`config.mk`:
```
export PLATFORM = sky130hd
export DESIGN_NAME = intc_cascade
export DESIGN_NICKNAME = d
export VERILOG_FILES = /design/src/rtl/intc_pkg.sv /design/src/rtl/intc_arb.sv /design/src/rtl/intc_bank.sv /design/src/rtl/intc_cascade.sv
export SDC_FILE = /design/constraint.sdc
export NUM_CORES = 2
export LEC_CHECK = 0
export ABC_AREA = 1
export BUFFER_PORTS_ARGS = -buffer_cell sky130_fd_sc_hd__buf_4
export CELL_PAD_IN_SITES_DETAIL_PLACEMENT = 2
export CELL_PAD_IN_SITES_GLOBAL_PLACEMENT = 2
export CORE_UTILIZATION = 33
export DETAILED_ROUTE_END_ITERATION = 6
export PLACE_DENSITY_LB_ADDON = 0.3
export SYNTH_ARGS = -nofsm -noshare
export SYNTH_HDL_FRONTEND = slang
export SYNTH_HIERARCHICAL = 1
export SYNTH_SLANG_ARGS = --single-unit
```
`constraint.sdc`:
```
create_clock -name clk -period 40.9 [get_ports clk]
set_clock_uncertainty 0.1 [all_clocks]
set_input_delay 6.135 -clock clk [delete_from_list [all_inputs] [get_ports clk]]
set_output_delay 6.135 -clock clk [all_outputs]
set_load 0.01 [all_outputs]
```
`src/rtl/intc_pkg.sv`:
```
package intc_pkg;

    localparam int NSRC    = 32;
    localparam int IDX_W   = $clog2(NSRC);
    localparam int PRIO_W  = 5;
    localparam int DATA_W  = 32;
    localparam int WORD_W  = IDX_W + 1;
    localparam int ADDR_W  = WORD_W + 3;

    // word offsets inside one bank (byte offset = 4 * word)
    localparam logic [WORD_W-1:0] WORD_STAT = WORD_W'(0);
    localparam logic [WORD_W-1:0] WORD_MASK = WORD_W'(1);
    localparam logic [WORD_W-1:0] WORD_IRQN = WORD_W'(2);
    localparam logic [WORD_W-1:0] WORD_FIQN = WORD_W'(3);
    localparam logic [WORD_W-1:0] WORD_CTRL = WORD_W'(4);
    localparam logic [WORD_W-1:0] WORD_GATE = WORD_W'(5);

    localparam logic [ADDR_W-1:0] BYTE_L1_CTRL = {1'b0, WORD_CTRL, 2'b00};

    // per-source configuration word, bit 0 = fast route, bit 1 = level, 6:2 = priority
    typedef struct packed {
        logic [PRIO_W-1:0] prio;
        logic              level;
        logic              to_fiq;
    } src_cfg_t;

    localparam int CFG_W = $bits(src_cfg_t);

    typedef struct packed {
        logic             vld;
        logic [IDX_W-1:0] idx;
    } win_t;

    function automatic logic [DATA_W-1:0] win_word(win_t w);
        return w.vld ? DATA_W'({1'b1, 2'b00, w.idx}) : '0;
    endfunction

endpackage

```
`src/rtl/intc_arb.sv`:
```
module intc_arb #(
    parameter int N  = 32,
    parameter int PW = 5,
    parameter int IW = $clog2(N)
) (
    input  logic [N-1:0]    req,
    input  logic [N*PW-1:0] prio,
    output logic            hit,
    output logic [IW-1:0]   idx
);
    logic [PW-1:0] best;

    // strict compare keeps the lowest index among equal priorities
    always_comb begin
        hit  = 1'b0;
        idx  = '0;
        best = '1;
        for (int i = 0; i < N; i++) begin
            if (req[i] && (!hit || prio[i*PW +: PW] < best)) begin
                hit  = 1'b1;
                best = prio[i*PW +: PW];
                idx  = IW'(i);
            end
        end
    end
endmodule

```
`src/rtl/intc_bank.sv`:
```
module intc_bank
    import intc_pkg::*;
#(
    parameter int N         = NSRC,
    parameter int DW        = DATA_W,
    parameter int WW        = WORD_W,
    parameter bit TOP_LEVEL = 1'b1
) (
    input  logic          clk,
    input  logic          rst,
    input  logic [N-1:0]  src,
    input  logic          wr_en,
    input  logic [WW-1:0] word,
    input  logic [DW-1:0] wdata,
    output logic [DW-1:0] rdata,
    output win_t          irq_win,
    output win_t          fiq_win
);
    localparam int IW = WW - 1;

    src_cfg_t          cfg [N];
    logic [N-1:0]      mask_q, edge_q, src_d, edge_nxt;
    logic [N-1:0]      pend, fast_sel, irq_req, fiq_req;
    logic [N*PRIO_W-1:0] prio_flat;
    logic              irq_hit, fiq_hit;
    logic [IW-1:0]     irq_idx, fiq_idx;

    logic is_cfg, stat_wr, ack_irq, ack_fiq;
    assign is_cfg  = word[WW-1];
    assign stat_wr = wr_en && word == WORD_STAT;
    assign ack_irq = wr_en && word == WORD_CTRL && wdata[0];
    assign ack_fiq = wr_en && word == WORD_CTRL && wdata[1];

    for (genvar g = 0; g < N; g++) begin : g_src
        assign pend[g]     = cfg[g].level ? src[g] : edge_q[g];
        assign fast_sel[g] = TOP_LEVEL ? cfg[g].to_fiq : 1'b0;
        assign prio_flat[g*PRIO_W +: PRIO_W] = cfg[g].prio;
    end

    assign irq_req = pend & ~mask_q & ~fast_sel;
    assign fiq_req = pend & ~mask_q &  fast_sel;

    intc_arb #(.N(N), .PW(PRIO_W), .IW(IW)) u_arb_irq (
        .req(irq_req), .prio(prio_flat), .hit(irq_hit), .idx(irq_idx)
    );
    intc_arb #(.N(N), .PW(PRIO_W), .IW(IW)) u_arb_fiq (
        .req(fiq_req), .prio(prio_flat), .hit(fiq_hit), .idx(fiq_idx)
    );

    // edge pending: status-write clear, acknowledge clear, then new edges win
    always_comb begin
        edge_nxt = edge_q;
        if (stat_wr)
            edge_nxt = edge_nxt & wdata[N-1:0];
        if (ack_irq && irq_win.vld)
            edge_nxt[irq_win.idx] = 1'b0;
        if (ack_fiq && fiq_win.vld)
            edge_nxt[fiq_win.idx] = 1'b0;
        edge_nxt = edge_nxt | (src & ~src_d);
    end

    always_ff @(posedge clk) begin
        if (rst) begin
            mask_q  <= '1;
            edge_q  <= '0;
            src_d   <= '0;
            irq_win <= '0;
            fiq_win <= '0;
            for (int i = 0; i < N; i++) cfg[i] <= '0;
        end else begin
            src_d  <= src;
            edge_q <= edge_nxt;
            if (wr_en && word == WORD_MASK)
                mask_q <= wdata[N-1:0];
            if (wr_en && is_cfg)
                cfg[word[IW-1:0]] <= wdata[CFG_W-1:0];

            if (ack_irq)
                irq_win <= '0;
            else if (!irq_win.vld && irq_hit)
                irq_win <= '{vld: 1'b1, idx: irq_idx};

            if (ack_fiq)
                fiq_win <= '0;
            else if (!fiq_win.vld && fiq_hit)
                fiq_win <= '{vld: 1'b1, idx: fiq_idx};
        end
    end

    always_comb begin
        rdata = '0;
        if (is_cfg)
            rdata = DW'(cfg[word[IW-1:0]]);
        else begin
            case (word)
                WORD_STAT: rdata = DW'(pend);
                WORD_MASK: rdata = DW'(mask_q);
                WORD_IRQN: rdata = win_word(irq_win);
                WORD_FIQN: rdata = win_word(fiq_win);
                default:   rdata = '0;
            endcase
        end
    end
endmodule

```
`src/rtl/intc_cascade.sv`:
```
module intc_cascade
    import intc_pkg::*;
#(
    parameter int N          = NSRC,
    parameter int DW         = DATA_W,
    parameter int AW         = $clog2(N) + 4,
    parameter int CASCADE_IN = 0
) (
    input  logic          clk,
    input  logic          rst,
    input  logic [N-1:0]  l1_src,
    input  logic [N-1:0]  l2_src,
    input  logic [AW-1:0] addr,
    input  logic [DW-1:0] wdata,
    input  logic          we,
    output logic [DW-1:0] rdata,
    output logic          irq_out,
    output logic          fiq_out
);
    localparam int WW = AW - 3;

    logic          aligned, sel_l2, wr_l1, wr_l2, gate;
    logic [WW-1:0] word;
    logic [N-1:0]  l1_in;
    logic [DW-1:0] l1_rd, l2_rd;
    win_t          l1_irq_win, l1_fiq_win, l2_irq_win, l2_fiq_win;

    assign aligned = addr[1:0] == 2'b00;
    assign word    = addr[WW+1:2];
    assign sel_l2  = addr[AW-1];
    assign wr_l1   = we && aligned && !sel_l2;
    assign wr_l2   = we && aligned &&  sel_l2;

    assign l1_in = l1_src | (N'(l2_irq_win.vld) << CASCADE_IN);

    intc_bank #(.N(N), .DW(DW), .WW(WW), .TOP_LEVEL(1'b1)) u_l1 (
        .clk(clk), .rst(rst), .src(l1_in), .wr_en(wr_l1), .word(word),
        .wdata(wdata), .rdata(l1_rd), .irq_win(l1_irq_win), .fiq_win(l1_fiq_win)
    );

    intc_bank #(.N(N), .DW(DW), .WW(WW), .TOP_LEVEL(1'b0)) u_l2 (
        .clk(clk), .rst(rst), .src(l2_src), .wr_en(wr_l2), .word(word),
        .wdata(wdata), .rdata(l2_rd), .irq_win(l2_irq_win), .fiq_win(l2_fiq_win)
    );

    always_ff @(posedge clk) begin
        if (rst)
            gate <= 1'b1;
        else if (wr_l1 && word == WORD_GATE)
            gate <= wdata[0];
    end

    always_comb begin
        if (!aligned)
            rdata = '0;
        else if (sel_l2)
            rdata = l2_rd;
        else if (word == WORD_GATE)
            rdata = DW'(gate);
        else
            rdata = l1_rd;
    end

    assign irq_out = l1_irq_win.vld && !gate;
    assign fiq_out = l1_fiq_win.vld && !gate;
endmodule

```
==> impl_metrics.csv <==
group,metric,value,unit
pwr,power_leakage,40.6,nW
placement,io_buffers,141,
drt,route.vias.total,73000,
sta,worst_pin_slew,1370,ps
drt,post_drt_wl_per_cell,24.4,um
cts,cts_tree,"done",
die,initial_core_util,33.2,%
sta,finalSetupViolCount,0,
pwr,switchingPower,0.00135,W
finish,syn_to_final_growth,20.6,%
drt,drt_iter0_drc,3826,
logic_synthesis,synth_area,64600,um^2
grt,grt_pass1_wl,463000,um
logic_synthesis,ys_top_cells_by_area,"edfxtp_1 21%, nand2_1 18%, nand3_1 8.9%, inv_1 7.9%, nor2_1 6.9%",
drt,routed_wl,329000,um
die,fp.dieW,445,um
sta,finalHoldViolCount,0,
die,die_h,445,um
finish,final_area,77900,um^2
grt,first_global_vias,78000,
cts,clk-insertion-delay-late,680,ps
job,drv_cap,0,
grt,antenna_found_initial,9,
sta,slew_headroom,8.25,%
logic_synthesis,netlist.area_leader.share,20.8,%
setup_path,arrival,41340,ps
drt,drc_errors,0,
logic_synthesis,synth_area_per_cell,6.41,um^2
logic_synthesis,yosysSeqAreaShare,27.5,%
grt,grt_overflow,0,
pwr,seq_power_share,27.4,%
cts,numCtsBuffers,76,
setup_path,ff2ff_setup_slack,5170,ps
sta,drv_slew,0,
die,ios,142,
grt,use_met1,34.7,%
finish,final_common_cell,"nand2_1",
setup_path,path_common_cell,"nand2_4",
pwr,intPower,0.00162,W
sta,fmax,0.0245,GHz
pwr,p_sw_share,45.4,%
cts,clk_path_buf_depth,3,
drt,viasPerCell,5.41,
grt,track_usage,30.3,%
cts,cts.sinks,665,
setup_path,cp_max_fo,7,
die,core_area,195000,um^2
logic_synthesis,yosysTopAreaCell,"edfxtp_1",
pwr,ir_drop,0.0000310,V
pwr,powerDensity,38.1,nW/um^2
setup_path,required,41390,ps
logic_synthesis,synth_edf_count,448,
sta,rsz0062_at_grt,"yes",
cts,h-tree-depth,3,
finish,final_cell_mix,"2887 x nand2_1, 1353 x inv_1, 1131 x nand3_1",
pwr,combPwrFrac,48.0,%
pwr,pwr-share-clk,24.6,%
placement,post_dp_cell_area,71400,um^2
cts,ctsHoldBuffers,0,
sta,fin_crit_sh,99.9,%
die,dieArea,198000,um^2
grt,use_met3,2.37,%
worst_hold_path,holdCritPathClass,"register to register",
logic_synthesis,async_flop_share,0,%
sta,fin_crit,40850,ps
logic_synthesis,synth_flop_cell,"edfxtp_1",
setup_path,cp_slowest_cell,"ha_1",
drt,drtAntennaViolNets,0,
setup_path,critPathKind,"input pin to register",
logic_synthesis,synth_seq_cells,665,
pwr,p_total,0.00297,W
cts,clkSlewWorstSetupHoldPaths,60,ps
logic_synthesis,synth_cell_types,53,
logic_synthesis,synthCells,10100,
grt,grt_use_met2,54.8,%
finish,drive_gt1_share,21.1,%
grt,grt_max_degree,115,
cts,cts-root-buf,"clkbuf_16",
finish,final_nets,11200,
setup_path,cpPeakStageDelay,370,ps
drt,firstDrtPassIters,6,
placement,dpl.hpwl,245000,um
grt,busiest_layer,"met2",
setup_path,cp-end-kind,"register",
setup_path,cp-start-kind,"input pin",
placement,gp_congestion,0.924,
outcome,status,"finished clean",
logic_synthesis,synth_warnings,6,
die,std_cell_rows,162,
## registers in the layout (all words and copies together), names as in the netlist
register / count
u_l1/fiq_win: 6
u_l1/cfg: 224
u_l1/mask_q: 32
u_l1/irq_win: 6
u_l2/fiq_win: 6
gate: 1
u_l2/cfg: 224
u_l2/edge_q: 32
u_l1/src_d: 32
u_l2/src_d: 32
u_l2/irq_win: 6
u_l2/mask_q: 32
u_l1/edge_q: 32
## cell families after synthesis
kind of cell    share of synthesized area (%)
other cells                           0.00580
buf+inv                                  12.1
simple gates                             47.4
flops                                    27.5
fa+ha+maj                                5.11
compound gates                           7.84
## power by group through the flow
stage	combinational, W	sequential (W)	clock, W
2_1_floorplan	0.00106	0.000791	0
3_3_place_gp	0.00113	0.000819	0
3_5_place_dp	0.00116	0.000821	0
4_1_cts	0.00117	0.000807	0.000734
5_1_grt	0.00159	0.000816	0.000760
6_report	0.00143	0.000813	0.000731
## metal layers
metal / up-vias / routed length (um)
met5: - / 9
met4: 2 / 22200
met3: 842 / 11500
met2: 1895 / 166000
met1: 36900 / 129000
li1: 33400 / -
## layout make-up
cell class / count / area, um^2
Fill cell: 23500 / 117000
Multi-Input combinational cell: 7825 / 42900
Sequential cell: 665 / 17800
Timing Repair Buffer: 773 / 5830
Inverter: 1459 / 5510
Tap cell: 2624 / 3280
Clock buffer: 105 / 2120
Clock inverter: 34 / 433
Antenna cell: 7 / 17.5
## critical path: cells and delay by family
| family | cells | cell delay [ps] |
|---|---|---|
| fa+ha+maj | 31 | 9030 |
| buf+inv | 42 | 4460 |
| compound gates | 53 | 5190 |
| simple gates | 181 | 16470 |
## cell usage after synthesis (48+ instances only)
| master | number |
|---|---|
| edfxtp_1 | 448 |
| inv_1 | 1358 |
| o21ai_0 | 381 |
| buf_2 | 55 |
| inv_2 | 54 |
| nor2_2 | 48 |
| ha_1 | 264 |
| nor2_1 | 1180 |
| nand3b_1 | 79 |
| nand2_1 | 3046 |
| nand4_1 | 125 |
| nand3_1 | 1146 |
| clkbuf_1 | 107 |
| buf_6 | 113 |
| nand3_2 | 193 |
| o21bai_1 | 185 |
| a21oi_1 | 154 |
| nand2_2 | 383 |
| dfxtp_1 | 217 |
| nand2_4 | 199 |
## worst paths after layout
kind / cells after the start / start / end
min reg2reg: 1 / u_l2/src_d[31] / u_l2/edge_q[31]
max: 307 / l1_src[0] / u_l1/irq_win[0]
min: 1 / u_l2/src_d[31] / u_l2/edge_q[31]
max reg2reg: 304 / u_l1/cfg[0][1] / u_l1/irq_win[0]
## stage by stage
| stage | hold WS [ps] | setup slack [ps] | cells | setup TNS, ps | util (%) |
|---|---|---|---|---|---|
| floorplan | 289 | 1390 | 10300 | 0 | - |
| global placement | 297 | -1030 | 13200 | -7590 | 36.6 |
| detailed placement | 318 | -3250 | 13200 | -40820 | 36.6 |
| CTS | 330 | -8.97 | 13400 | -17.4 | 38.0 |
| global route | 340 | -2020 | 13500 | -23920 | 40.0 |
| finish | 329 | 48.3 | 13500 | 0 | 40.0 |
## repair_timing
action	in CTS	in global routing
pin swaps	0	250
resized for setup	151	657
setup endpoints to repair	15	15
cloned	0	5
setup buffers	0	108
No activity file was read; power rests on OpenSTA's default activity.
